### config.mk
export PLATFORM = sky130hd
export DESIGN_NAME = resp_frame_tx
export DESIGN_NICKNAME = d
export VERILOG_FILES = /design/src/rtl/resp_tx_pkg.sv /design/src/rtl/resp_tx_seq.sv /design/src/rtl/resp_tx_wordsel.sv /design/src/rtl/resp_tx_crc.sv /design/src/rtl/resp_tx_shifter.sv /design/src/rtl/resp_frame_tx.sv
export SDC_FILE = /design/constraint.sdc
export NUM_CORES = 1
export LEC_CHECK = 0
export BUFFER_PORTS_ARGS = -buffer_cell sky130_fd_sc_hd__clkbuf_2
export CAP_MARGIN = 30
export CORE_ASPECT_RATIO = 1.5
export CORE_MARGIN = 4
export CORE_UTILIZATION = 55
export DETAILED_ROUTE_END_ITERATION = 12
export GPL_ROUTABILITY_DRIVEN = 0
export PLACE_DENSITY = 0.82
export SETUP_SLACK_MARGIN = 0.15
export SYNTH_ARGS = -nofsm -noshare
export SYNTH_HDL_FRONTEND = slang
export SYNTH_HIERARCHICAL = 1
export SYNTH_SLANG_ARGS = --single-unit
### constraint.sdc
create_clock -name clk -period 2.8 [get_ports clk]
set_clock_uncertainty 0.1 [all_clocks]
set_input_delay 0.28 -clock clk [delete_from_list [all_inputs] [get_ports clk]]
set_output_delay 0.28 -clock clk [all_outputs]
set_load 0.01 [all_outputs]
### src/rtl/resp_tx_pkg.sv
package resp_tx_pkg;

    localparam int DEF_WORD_W   = 16;
    localparam int DEF_NUM_STAT = 6;
    localparam int CMD_W        = 8;

    localparam logic [15:0] CRC_POLY = 16'h1021;
    localparam logic [15:0] CRC_SEED = 16'hFFFF;

    localparam logic [CMD_W-1:0] CMD_IDCHK   = 8'h11;
    localparam logic [CMD_W-1:0] CMD_BULKSET = 8'h12;
    localparam logic [CMD_W-1:0] CMD_PAIROUT = 8'h13;

    typedef enum logic {
        ST_IDLE = 1'b0,
        ST_SEND = 1'b1
    } tx_state_e;

    function automatic logic wants_reply(input logic [CMD_W-1:0] cmd);
        return (cmd == CMD_IDCHK) || (cmd == CMD_BULKSET) || (cmd == CMD_PAIROUT);
    endfunction

endpackage

### src/rtl/resp_tx_seq.sv
module resp_tx_seq
    import resp_tx_pkg::*;
#(
    parameter int WORD_W      = DEF_WORD_W,
    parameter int FRAME_WORDS = DEF_NUM_STAT + 3,
    localparam int BIT_W      = $clog2(WORD_W),
    localparam int IDX_W      = $clog2(FRAME_WORDS)
) (
    input  logic             clk,
    input  logic             rst,
    input  logic             trig,
    input  logic [CMD_W-1:0] cmd,
    output logic             start,
    output logic             load_next,
    output logic             shift_en,
    output logic             crc_en,
    output logic             frame_end,
    output logic [IDX_W-1:0] nxt_idx,
    output logic             busy,
    output logic             done
);

    tx_state_e        state_q;
    logic [BIT_W-1:0] bit_q;
    logic [IDX_W-1:0] word_q;
    logic             done_q;
    logic             end_word;
    logic             last_word;

    always_comb begin
        start     = trig && (state_q == ST_IDLE) && wants_reply(cmd);
        end_word  = (state_q == ST_SEND) && (bit_q == BIT_W'(WORD_W - 1));
        last_word = (word_q == IDX_W'(FRAME_WORDS - 1));
        load_next = end_word && !last_word;
        frame_end = end_word && last_word;
        shift_en  = (state_q == ST_SEND) && !load_next;
        crc_en    = (state_q == ST_SEND) && (word_q >= IDX_W'(2))
                    && (word_q <= IDX_W'(FRAME_WORDS - 2));
        nxt_idx   = word_q + IDX_W'(1);
        busy      = (state_q == ST_SEND);
        done      = done_q;
    end

    always_ff @(posedge clk) begin
        if (rst) begin
            state_q <= ST_IDLE;
            bit_q   <= '0;
            word_q  <= '0;
            done_q  <= 1'b0;
        end else begin
            done_q <= frame_end;
            if (start) begin
                state_q <= ST_SEND;
                bit_q   <= '0;
                word_q  <= '0;
            end else if (state_q == ST_SEND) begin
                bit_q <= end_word ? '0 : bit_q + BIT_W'(1);
                if (frame_end) begin
                    state_q <= ST_IDLE;
                end else if (end_word) begin
                    word_q <= word_q + IDX_W'(1);
                end
            end
        end
    end


    no_reply_idle_chk: assert property (@(posedge clk) disable iff (rst)
        (trig && (state_q == ST_IDLE) && !wants_reply(cmd)) |=> (state_q == ST_IDLE));

endmodule

### src/rtl/resp_tx_wordsel.sv
module resp_tx_wordsel
    import resp_tx_pkg::*;
#(
    parameter int WORD_W   = DEF_WORD_W,
    parameter int NUM_STAT = DEF_NUM_STAT,
    localparam int IDX_W   = $clog2(NUM_STAT + 3)
) (
    input  logic                             clk,
    input  logic                             rst,
    input  logic                             capture,
    input  logic                             busy,
    input  logic                             frame_end,
    input  logic [WORD_W-1:0]                id_in,
    input  logic [NUM_STAT-1:0][WORD_W-1:0]  stat_in,
    input  logic [IDX_W-1:0]                 sel,
    input  logic [WORD_W-1:0]                crc_word,
    output logic [WORD_W-1:0]                word_o
);

    logic [WORD_W-1:0]               id_q;
    logic [NUM_STAT-1:0][WORD_W-1:0] stat_q;

    always_ff @(posedge clk) begin
        if (rst) begin
            id_q   <= '0;
            stat_q <= '0;
        end else if (capture) begin
            id_q   <= id_in;
            stat_q <= stat_in;
        end
    end

    always_comb begin
        word_o = '1;
        if (sel == IDX_W'(1)) word_o = id_q;
        for (int k = 0; k < NUM_STAT; k++) begin
            if (sel == IDX_W'(k + 2)) word_o = stat_q[k];
        end
        if (sel == IDX_W'(NUM_STAT + 2)) word_o = crc_word;
    end


    snapshot_hold_chk: assert property (@(posedge clk) disable iff (rst)
        (busy && !frame_end) |=> ($stable(stat_q) && $stable(id_q)));

endmodule

### src/rtl/resp_tx_crc.sv
module resp_tx_crc
    import resp_tx_pkg::*;
#(
    parameter int          CRC_W = 16,
    parameter logic [15:0] POLY  = CRC_POLY,
    parameter logic [15:0] SEED  = CRC_SEED
) (
    input  logic             clk,
    input  logic             rst,
    input  logic             clr,
    input  logic             en,
    input  logic             bit_in,
    output logic [CRC_W-1:0] crc_nxt
);

    logic [CRC_W-1:0] crc_q;
    logic             fb;

    always_comb begin
        fb      = crc_q[CRC_W-1] ^ bit_in;
        crc_nxt = crc_q;
        if (en) begin
            crc_nxt = {crc_q[CRC_W-2:0], 1'b0} ^ (fb ? POLY[CRC_W-1:0] : '0);
        end
    end

    always_ff @(posedge clk) begin
        if (rst || clr) crc_q <= SEED[CRC_W-1:0];
        else            crc_q <= crc_nxt;
    end

endmodule

### src/rtl/resp_tx_shifter.sv
module resp_tx_shifter #(
    parameter int WORD_W = 16
) (
    input  logic              clk,
    input  logic              rst,
    input  logic              load,
    input  logic [WORD_W-1:0] load_word,
    input  logic              shift,
    output logic              msb
);

    logic [WORD_W-1:0] hold_q;

    always_ff @(posedge clk) begin
        if (rst)        hold_q <= '1;
        else if (load)  hold_q <= load_word;
        else if (shift) hold_q <= {hold_q[WORD_W-2:0], 1'b1};
    end

    assign msb = hold_q[WORD_W-1];

endmodule

### src/rtl/resp_frame_tx.sv
module resp_frame_tx
    import resp_tx_pkg::*;
#(
    parameter int WORD_W   = DEF_WORD_W,
    parameter int NUM_STAT = DEF_NUM_STAT
) (
    input  logic                       clk,
    input  logic                       rst,
    input  logic                       rx_done,
    input  logic [CMD_W-1:0]           rx_cmd,
    input  logic [WORD_W-1:0]          rx_func,
    input  logic [WORD_W-1:0]          rx_id,
    input  logic [NUM_STAT*WORD_W-1:0] stat_words,
    output logic                       ser_out,
    output logic                       busy,
    output logic                       done
);

    localparam int FRAME_WORDS = NUM_STAT + 3;
    localparam int IDX_W       = $clog2(FRAME_WORDS);
    localparam int FRAME_BITS  = FRAME_WORDS * WORD_W;
    localparam int RUN_W       = $clog2(FRAME_BITS + 1);

    logic                            start, load_next, shift_en, crc_en, frame_end;
    logic [IDX_W-1:0]                nxt_idx;
    logic [WORD_W-1:0]               sel_word, load_word, crc_nxt;
    logic [NUM_STAT-1:0][WORD_W-1:0] stat_arr;

    assign stat_arr  = stat_words;
    assign load_word = start ? rx_func : sel_word;

    resp_tx_seq #(.WORD_W(WORD_W), .FRAME_WORDS(FRAME_WORDS)) u_seq (
        .clk(clk), .rst(rst), .trig(rx_done), .cmd(rx_cmd),
        .start(start), .load_next(load_next), .shift_en(shift_en),
        .crc_en(crc_en), .frame_end(frame_end), .nxt_idx(nxt_idx),
        .busy(busy), .done(done)
    );

    resp_tx_wordsel #(.WORD_W(WORD_W), .NUM_STAT(NUM_STAT)) u_sel (
        .clk(clk), .rst(rst), .capture(start), .busy(busy), .frame_end(frame_end),
        .id_in(rx_id), .stat_in(stat_arr), .sel(nxt_idx), .crc_word(crc_nxt),
        .word_o(sel_word)
    );

    resp_tx_crc #(.CRC_W(WORD_W)) u_crc (
        .clk(clk), .rst(rst), .clr(start), .en(crc_en), .bit_in(ser_out),
        .crc_nxt(crc_nxt)
    );

    resp_tx_shifter #(.WORD_W(WORD_W)) u_shift (
        .clk(clk), .rst(rst), .load(start || load_next), .load_word(load_word),
        .shift(shift_en), .msb(ser_out)
    );

    logic [RUN_W-1:0] busy_run;
    always_ff @(posedge clk) begin
        if (rst || !busy) busy_run <= '0;
        else              busy_run <= busy_run + RUN_W'(1);
    end


    idle_line_high_chk: assert property (@(posedge clk) disable iff (rst)
        !busy |-> ser_out);


    end_gives_done_chk: assert property (@(posedge clk) disable iff (rst)
        $fell(busy) |-> done);


    done_single_chk: assert property (@(posedge clk) disable iff (rst)
        done |=> !done);


    frame_length_chk: assert property (@(posedge clk) disable iff (rst)
        $fell(busy) |-> (busy_run == RUN_W'(FRAME_BITS)));

endmodule

==> flow_metrics.tcl, run 1 <==
set metrics [dict create \
    via_per_inst 5.940 \
    report.final.setup_viol 0 \
    whs_ps 3.083 \
    fin_setup_tns_ps 0 \
    drive_above_1_share 0.2865 \
    worstPathRequired_ps 3000 \
    end_kind "flip-flop" \
    core_um2 13080 \
    pin_count 142 \
    slew_headroom 0.5685 \
    fmaxAchievable_mhz 374.1 \
    first_pass_iters 5 \
    wl_met1_um 7882 \
    clock_sinks 154 \
    maxCapViolations 0 \
    hpwl_um 13930 \
    nNetsFinal 1069 \
    die_width_um 102.4 \
    first_iter_violations 436 \
    ys_warn_count 6 \
    dr_wl_met3_um 1415 \
    cts_tree "yes" \
    die_height_um 149.7 \
    cts_max_level 4 \
    ir_worst_vdd_uv 370.1 \
    fillers 843 \
    cp_top_family "simple AND/OR/NAND/NOR gates" \
    p_seq_frac 0.441 \
    crit_slowest_cell "or4b_4" \
    path_clk_slew_ps 70 \
    top_layer "met4" \
    power_frac_comb 0.050 \
    finalMaxSlewViolations 0 \
    setup.worst_path.class "reg -> reg" \
    path_buf_inv 1 \
    final_util 0.7266 \
    crit_path_cell_trace "ha_4 > xor2_4 > buf_12 > or4b_4 > nor2_2 > a221o_1 > a31oi_4 > mux2_4 > nor3b_2 > a21oi_1" \
    clockBufferDepth 2 \
    diodes 0 \
    num_rows 51 \
    arrival_ps 2870 \
    via_count 6522 \
    cts-root-buf "clkbuf_16" \
    final_common_cell "dfxtp_1" \
    cts_buffers 17 \
    worstPathMaxFanout 7 \
    fin_crit_ps 2673 \
    dieArea_um2 15330 \
    syn_avg_cell_area_um2 9.890 \
    p_sw_frac 0.2253 \
    power.switching_mw 1.124 \
    worst_pin_slew_ps 647.2 \
    wl_met2_um 11170 \
    worstSkewPairLatency_ps 430 \
    first_global_vias 6564 \
    p_clk_frac 0.509 \
    finalHoldViolations 0 \
    period_share 0.9546 \
    gr-total-overflow 0 \
    antenna_found_initial 0 \
    instances_no_fill 1098 \
    grt_max_degree 86 \
    rsz0062_at_grt "yes" \
    hold_class "in -> reg" \
    wl_per_cell_um 20.10 \
    place_inst 1006 \
    power_density_nw_per_um2 525.0 \
    grt_use_total 0.2802 \
    post-route-drc-count 0 \
    leakagePower_nw 3.754 \
    final_cell_mix "dfxtp_1 (152), mux2i_1 (144), clkbuf_2 (140)" \
    drtAntennaViolNets 0 \
    routed_wl_um 22070 \
    cpPeakStageDelay_ps 620 \
    status "complete, no violations" \
    start_util 0.5625 \
    start_kind "flip-flop" \
    area_delta_synth_final_pct 29.18 \
    synth_nets 887 \
    power.internal_mw 3.866 \
    synth_cells 744 \
    grt_pass1_wl_um 33080 \
    syn-cell-area_um2 7358 \
    portBuffers 141 \
]
registers in the layout (all words and copies together), names as in the netlist:
signal / flops
u_seq/busy: 1
u_seq/bit_q: 4
u_sel/stat_q: 96
u_seq/word_q: 4
u_sel/id_q: 16
u_seq/done: 1
u_shift/hold_q: 16
u_crc/crc_q: 16
power groups by stage:
stage | combinational [mW] | clock, mW | sequential (mW)
6_report | 0.251 | 2.54 | 2.20
2_1_floorplan | 0.0666 | 0 | 2.25
3_3_place_gp | 0.188 | 0 | 2.25
3_5_place_dp | 0.188 | 0 | 2.25
5_1_grt | 0.270 | 2.64 | 2.20
4_1_cts | 0.245 | 2.55 | 2.20
path summary, 6_finish.rpt:
kind / from / endpoint / slack, ps / cells past startpoint
max: u_seq/word_q[1]$_SDFFE_PP0P_ / u_shift/hold_q[3]$_SDFFE_PP1P_ / 130 / 10
min reg2reg: u_sel/stat_q[44]$_SDFFE_PP0P_ / u_sel/stat_q[44]$_SDFFE_PP0P_ / 400 / 2
min: stat_words[44] / u_sel/stat_q[44]$_SDFFE_PP0P_ / 3 / 3
max reg2reg: u_seq/word_q[1]$_SDFFE_PP0P_ / u_shift/hold_q[3]$_SDFFE_PP1P_ / 130 / 10
final cells by class:
type	count	area, um^2	area share
repair buffers	218	1526	0.1606
clock inverters	15	224.0	0.02356
inverters	11	46.29	0.004870
well taps	159	198.9	0.02093
flip-flops and latches	154	3088	0.3249
clock buffers	17	425.4	0.04475
multi-input cells	524	3996	0.4204
per-layer routing:
layer	vias to the layer above	GRT usage
met4	0	0.1707
met5	-	0
li1	3007	-
met1	3068	0.3192
met2	346	0.4745
met3	101	0.05364
worst reg2reg max path, cell delays in order, from the launching register on:
cell and delay (ps):
dfxtp_4 370, ha_4 180, xor2_4 170, buf_12 140, or4b_4 620, nor2_2 150
a221o_1 210, a31oi_4 110, mux2_4 290, nor3b_2 160, a21oi_1 60
repair_timing:
action / 4_1_cts / 5_1_grt
hold endpoints to repair: 52 / 0
resized for setup: 9 / 13
setup buffers: 0 / 5
endpoints found under the setup margin: 15 / 16
gates cloned: 1 / 2
hold buffers: 52 / 0
pin swaps: 1 / 6
through the flow:
stage	setup slack (ps)	power [mW]	cell area, um^2
after global routing	37.98	5.109	9505
final	127.1	4.990	9505
after floorplan	285.1	2.315	7358
after detailed placement	36.87	2.439	8140
after CTS	153.2	4.998	9341
after global placement	123.4	2.439	8140
(Power assumes the default switching activity.)
==> run 2, diff against run 1 <==
--- a/config.mk
+++ b/config.mk
@@ -12,9 +12,9 @@
 export CORE_UTILIZATION = 55
 export DETAILED_ROUTE_END_ITERATION = 12
 export GPL_ROUTABILITY_DRIVEN = 0
-export PLACE_DENSITY = 0.82
+export MAX_ROUTING_LAYER = met4
+export PLACE_DENSITY = 0.83
 export SETUP_SLACK_MARGIN = 0.15
 export SYNTH_ARGS = -nofsm -noshare
 export SYNTH_HDL_FRONTEND = slang
-export SYNTH_HIERARCHICAL = 1
 export SYNTH_SLANG_ARGS = --single-unit
==> run 2 against run 1 <==
- the run now ends with hold timing left
- final area is 0.63% lower
- first-iteration DRC count is 66% higher
- routed wire length is 9.1% higher
- synthesized cell count is 28% higher
- sequential power is essentially flat
- critical path type unchanged
- total power down 2.8%
==> flow_metrics.tcl, run 2 <==
set metrics [dict create \
    worstPathMaxFanout 13 \
    instances_no_fill 1301 \
    yosys-top-cells-area "dfxtp_1 (42%), nand2_1 (14%), a21oi_1 (10%)" \
    top_register "u_sel.stat_q" \
    place_inst 1195 \
    p_clk_frac 0.488 \
    report.final.setup_viol 0 \
    maxCapViolations 0 \
    synth_flop_cell "dfxtp_1" \
    power_frac_comb 0.055 \
    post-route-drc-count 0 \
    fmaxAchievable_mhz 392.7 \
    p_sw_frac 0.2174 \
    worstPathRequired_ps 3000 \
    first_iter_violations 724 \
    finalHoldViolations 1 \
    seq_area_um2 3085 \
    core_um2 13020 \
    cts_max_level 4 \
    drtAntennaViolNets 0 \
    hpwl_um 15650 \
    die_height_um 149.0 \
    power.switching_mw 1.055 \
    final_common_cell "nand2_1" \
    rsz0062_at_grt "yes" \
    worst_pin_slew_ps 966.8 \
    cts_tree "yes" \
    drive_above_1_share 0.1900 \
    num_rows 51 \
    violations "hold timing" \
    diodes 0 \
    cts_buffers 17 \
    path_clk_slew_ps 60 \
    whs_ps -8.642 \
    fin_crit_ps 2546 \
    routed_wl_um 24080 \
    finalMaxSlewViolations 0 \
    synth_top_cell_by_area "dfxtp_1" \
    clockBufferDepth 2 \
    setup.worst_path.class "reg -> reg" \
    grt_pass1_wl_um 38180 \
    ys_ff_latch 154 \
    synth_cell_types 64 \
    antenna_found_initial 0 \
    gr-total-overflow 0 \
    pin_count 142 \
    power.internal_mw 3.797 \
    via_count 7792 \
    grt_max_degree 128 \
    multi_input_area_um2 3874 \
    leakagePower_nw 3.684 \
    seq_area_frac_synth 0.4229 \
    arrival_ps 2740 \
    fillers 943 \
    p_seq_frac 0.456 \
    final_cell_mix "nand2_1 (270), dfxtp_1 (152), a21oi_1 (148)" \
    grt_use_total 0.3314 \
    end_kind "flip-flop" \
    first_pass_iters 5 \
    area_delta_synth_final_pct 29.57 \
    clock_sinks 154 \
    ys_warn_count 0 \
    syn-cell-area_um2 7289 \
    dieArea_um2 15200 \
    via_per_inst 5.989 \
    power_density_nw_per_um2 513.6 \
    synthTopCellsByCount "nand2_1 (270), dfxtp_1 (154), a21oi_1 (148), clkbuf_1 (48), nor2_1 (44)" \
    portBuffers 141 \
    wl_per_cell_um 18.50 \
    period_share 0.9094 \
    fin_setup_tns_ps 0 \
    status "finished, violations left" \
    syn_avg_cell_area_um2 7.681 \
    start_kind "flip-flop" \
    yosysTopAreaCellShare 0.4229 \
    start_util 0.5600 \
    synth_nets 1095 \
    synth_edf_count 0 \
    slew_headroom 0.3531 \
    hold_class "in -> reg" \
    synth_cells 949 \
    largest_reg_flops 96 \
    die_width_um 102 \
    ir_worst_vdd_uv 444.2 \
    synth.most_common_cell "nand2_1" \
    first_global_vias 7649 \
    worstSkewPairLatency_ps 420 \
    nNetsFinal 1275 \
    cts-root-buf "clkbuf_16" \
    async_flop_share 0 \
]
run 2: changes by cell type in the layout (fill, tap and decap cells not counted), moves of 22 or more:
cell / before / now
nand2_1: 7 / 270
mux2i_1: 144 / 17
a21oi_1: 24 / 148
nor2_1: 127 / 43
dlygate4sd3_1: 52 / 74
o22ai_1: 27 / 5
run 2: path summary, 6_finish.rpt:
path	startpoint	to	slack (ps)	cells after the start
hold / removal	stat_words[66]	u_sel.stat_q[66]$_SDFFE_PP0P_	-9	3
setup / recovery	u_seq.word_q[0]$_SDFFE_PP0P_	u_shift.hold_q[9]$_SDFFE_PP1P_	250	8
setup reg to reg	u_seq.word_q[0]$_SDFFE_PP0P_	u_shift.hold_q[9]$_SDFFE_PP1P_	250	8
hold reg to reg	u_sel.stat_q[1]$_SDFFE_PP0P_	u_sel.stat_q[1]$_SDFFE_PP0P_	350	2
run 2: final cells by class:
cell class,count,area share
Tap cell,159,0.02106
Multi-Input combinational cell,712,0.4101
Timing Repair Buffer,237,0.1749
Sequential cell,154,0.3267
Clock inverter,13,0.01762
Inverter,7,0.002782
Clock buffer,19,0.04689
run 2: cells by family after synthesis:
group | Yosys count | synth area share
adders and majority gates | 7 | 0.01201
buffers and inverters | 83 | 0.05012
AOI/OAI and AO/OA | 269 | 0.2316
xor gates and xnor gates | 6 | 0.007209
muxes | 22 | 0.03313
DFF | 154 | 0.4229
and+or+nand+nor | 408 | 0.2430
run 2: power groups by stage:
stage | Sequential, mW | Combinational, mW | Clock (mW)
final | 2.21 | 0.268 | 2.37
after global routing | 2.21 | 0.291 | 2.45
after CTS | 2.21 | 0.258 | 2.37
after detailed placement | 2.26 | 0.177 | 0
after global placement | 2.26 | 0.175 | 0
after floorplan | 2.26 | 0.0648 | 0
run 2: worst max-delay path: stages (launching register included):
cell and delay [ps]:
dfxtp_2 370, inv_1 150, ha_1 340, inv_1 160, nor2_1 190, a21o_2 380
nor2_1 150, o211a_1 260, a221o_1 330
run 2: stage by stage:
step / cell area, um^2 / setup WS (ps) / total power, mW / hold WS (ps) / util
after floorplan: 7289 / 503.6 / 2.323 / 316.0 / -
after global placement: 8068 / 121.6 / 2.437 / 341.8 / 0.6198
after detailed placement: 8068 / 35.60 / 2.439 / 346.9 / 0.6198
after CTS: 9423 / 162.2 / 4.837 / 0.1043 / 0.7239
after global routing: 9445 / 149.0 / 4.960 / 4.819 / 0.7256
final: 9445 / 253.7 / 4.851 / -8.642 / 0.7256
run 2: repair_timing:
action	in CTS	in global routing
pin swaps	0	1
endpoints found under the hold margin	73	1
resized for setup	5	5
setup buffers	0	0
hold buffers	73	1
setup endpoints to repair	10	14
run 2: per-layer routing:
metal	GRT usage	vias to the layer above	wire length (um)	share of wire
met3	0.05990	117	1757	0.073
met5	-	-	0	0
met1	0.3606	3569	8624	0.36
li1	-	3649	-	-
met4	0.1996	0	1653	0.069
met2	0.5537	457	12040	0.50
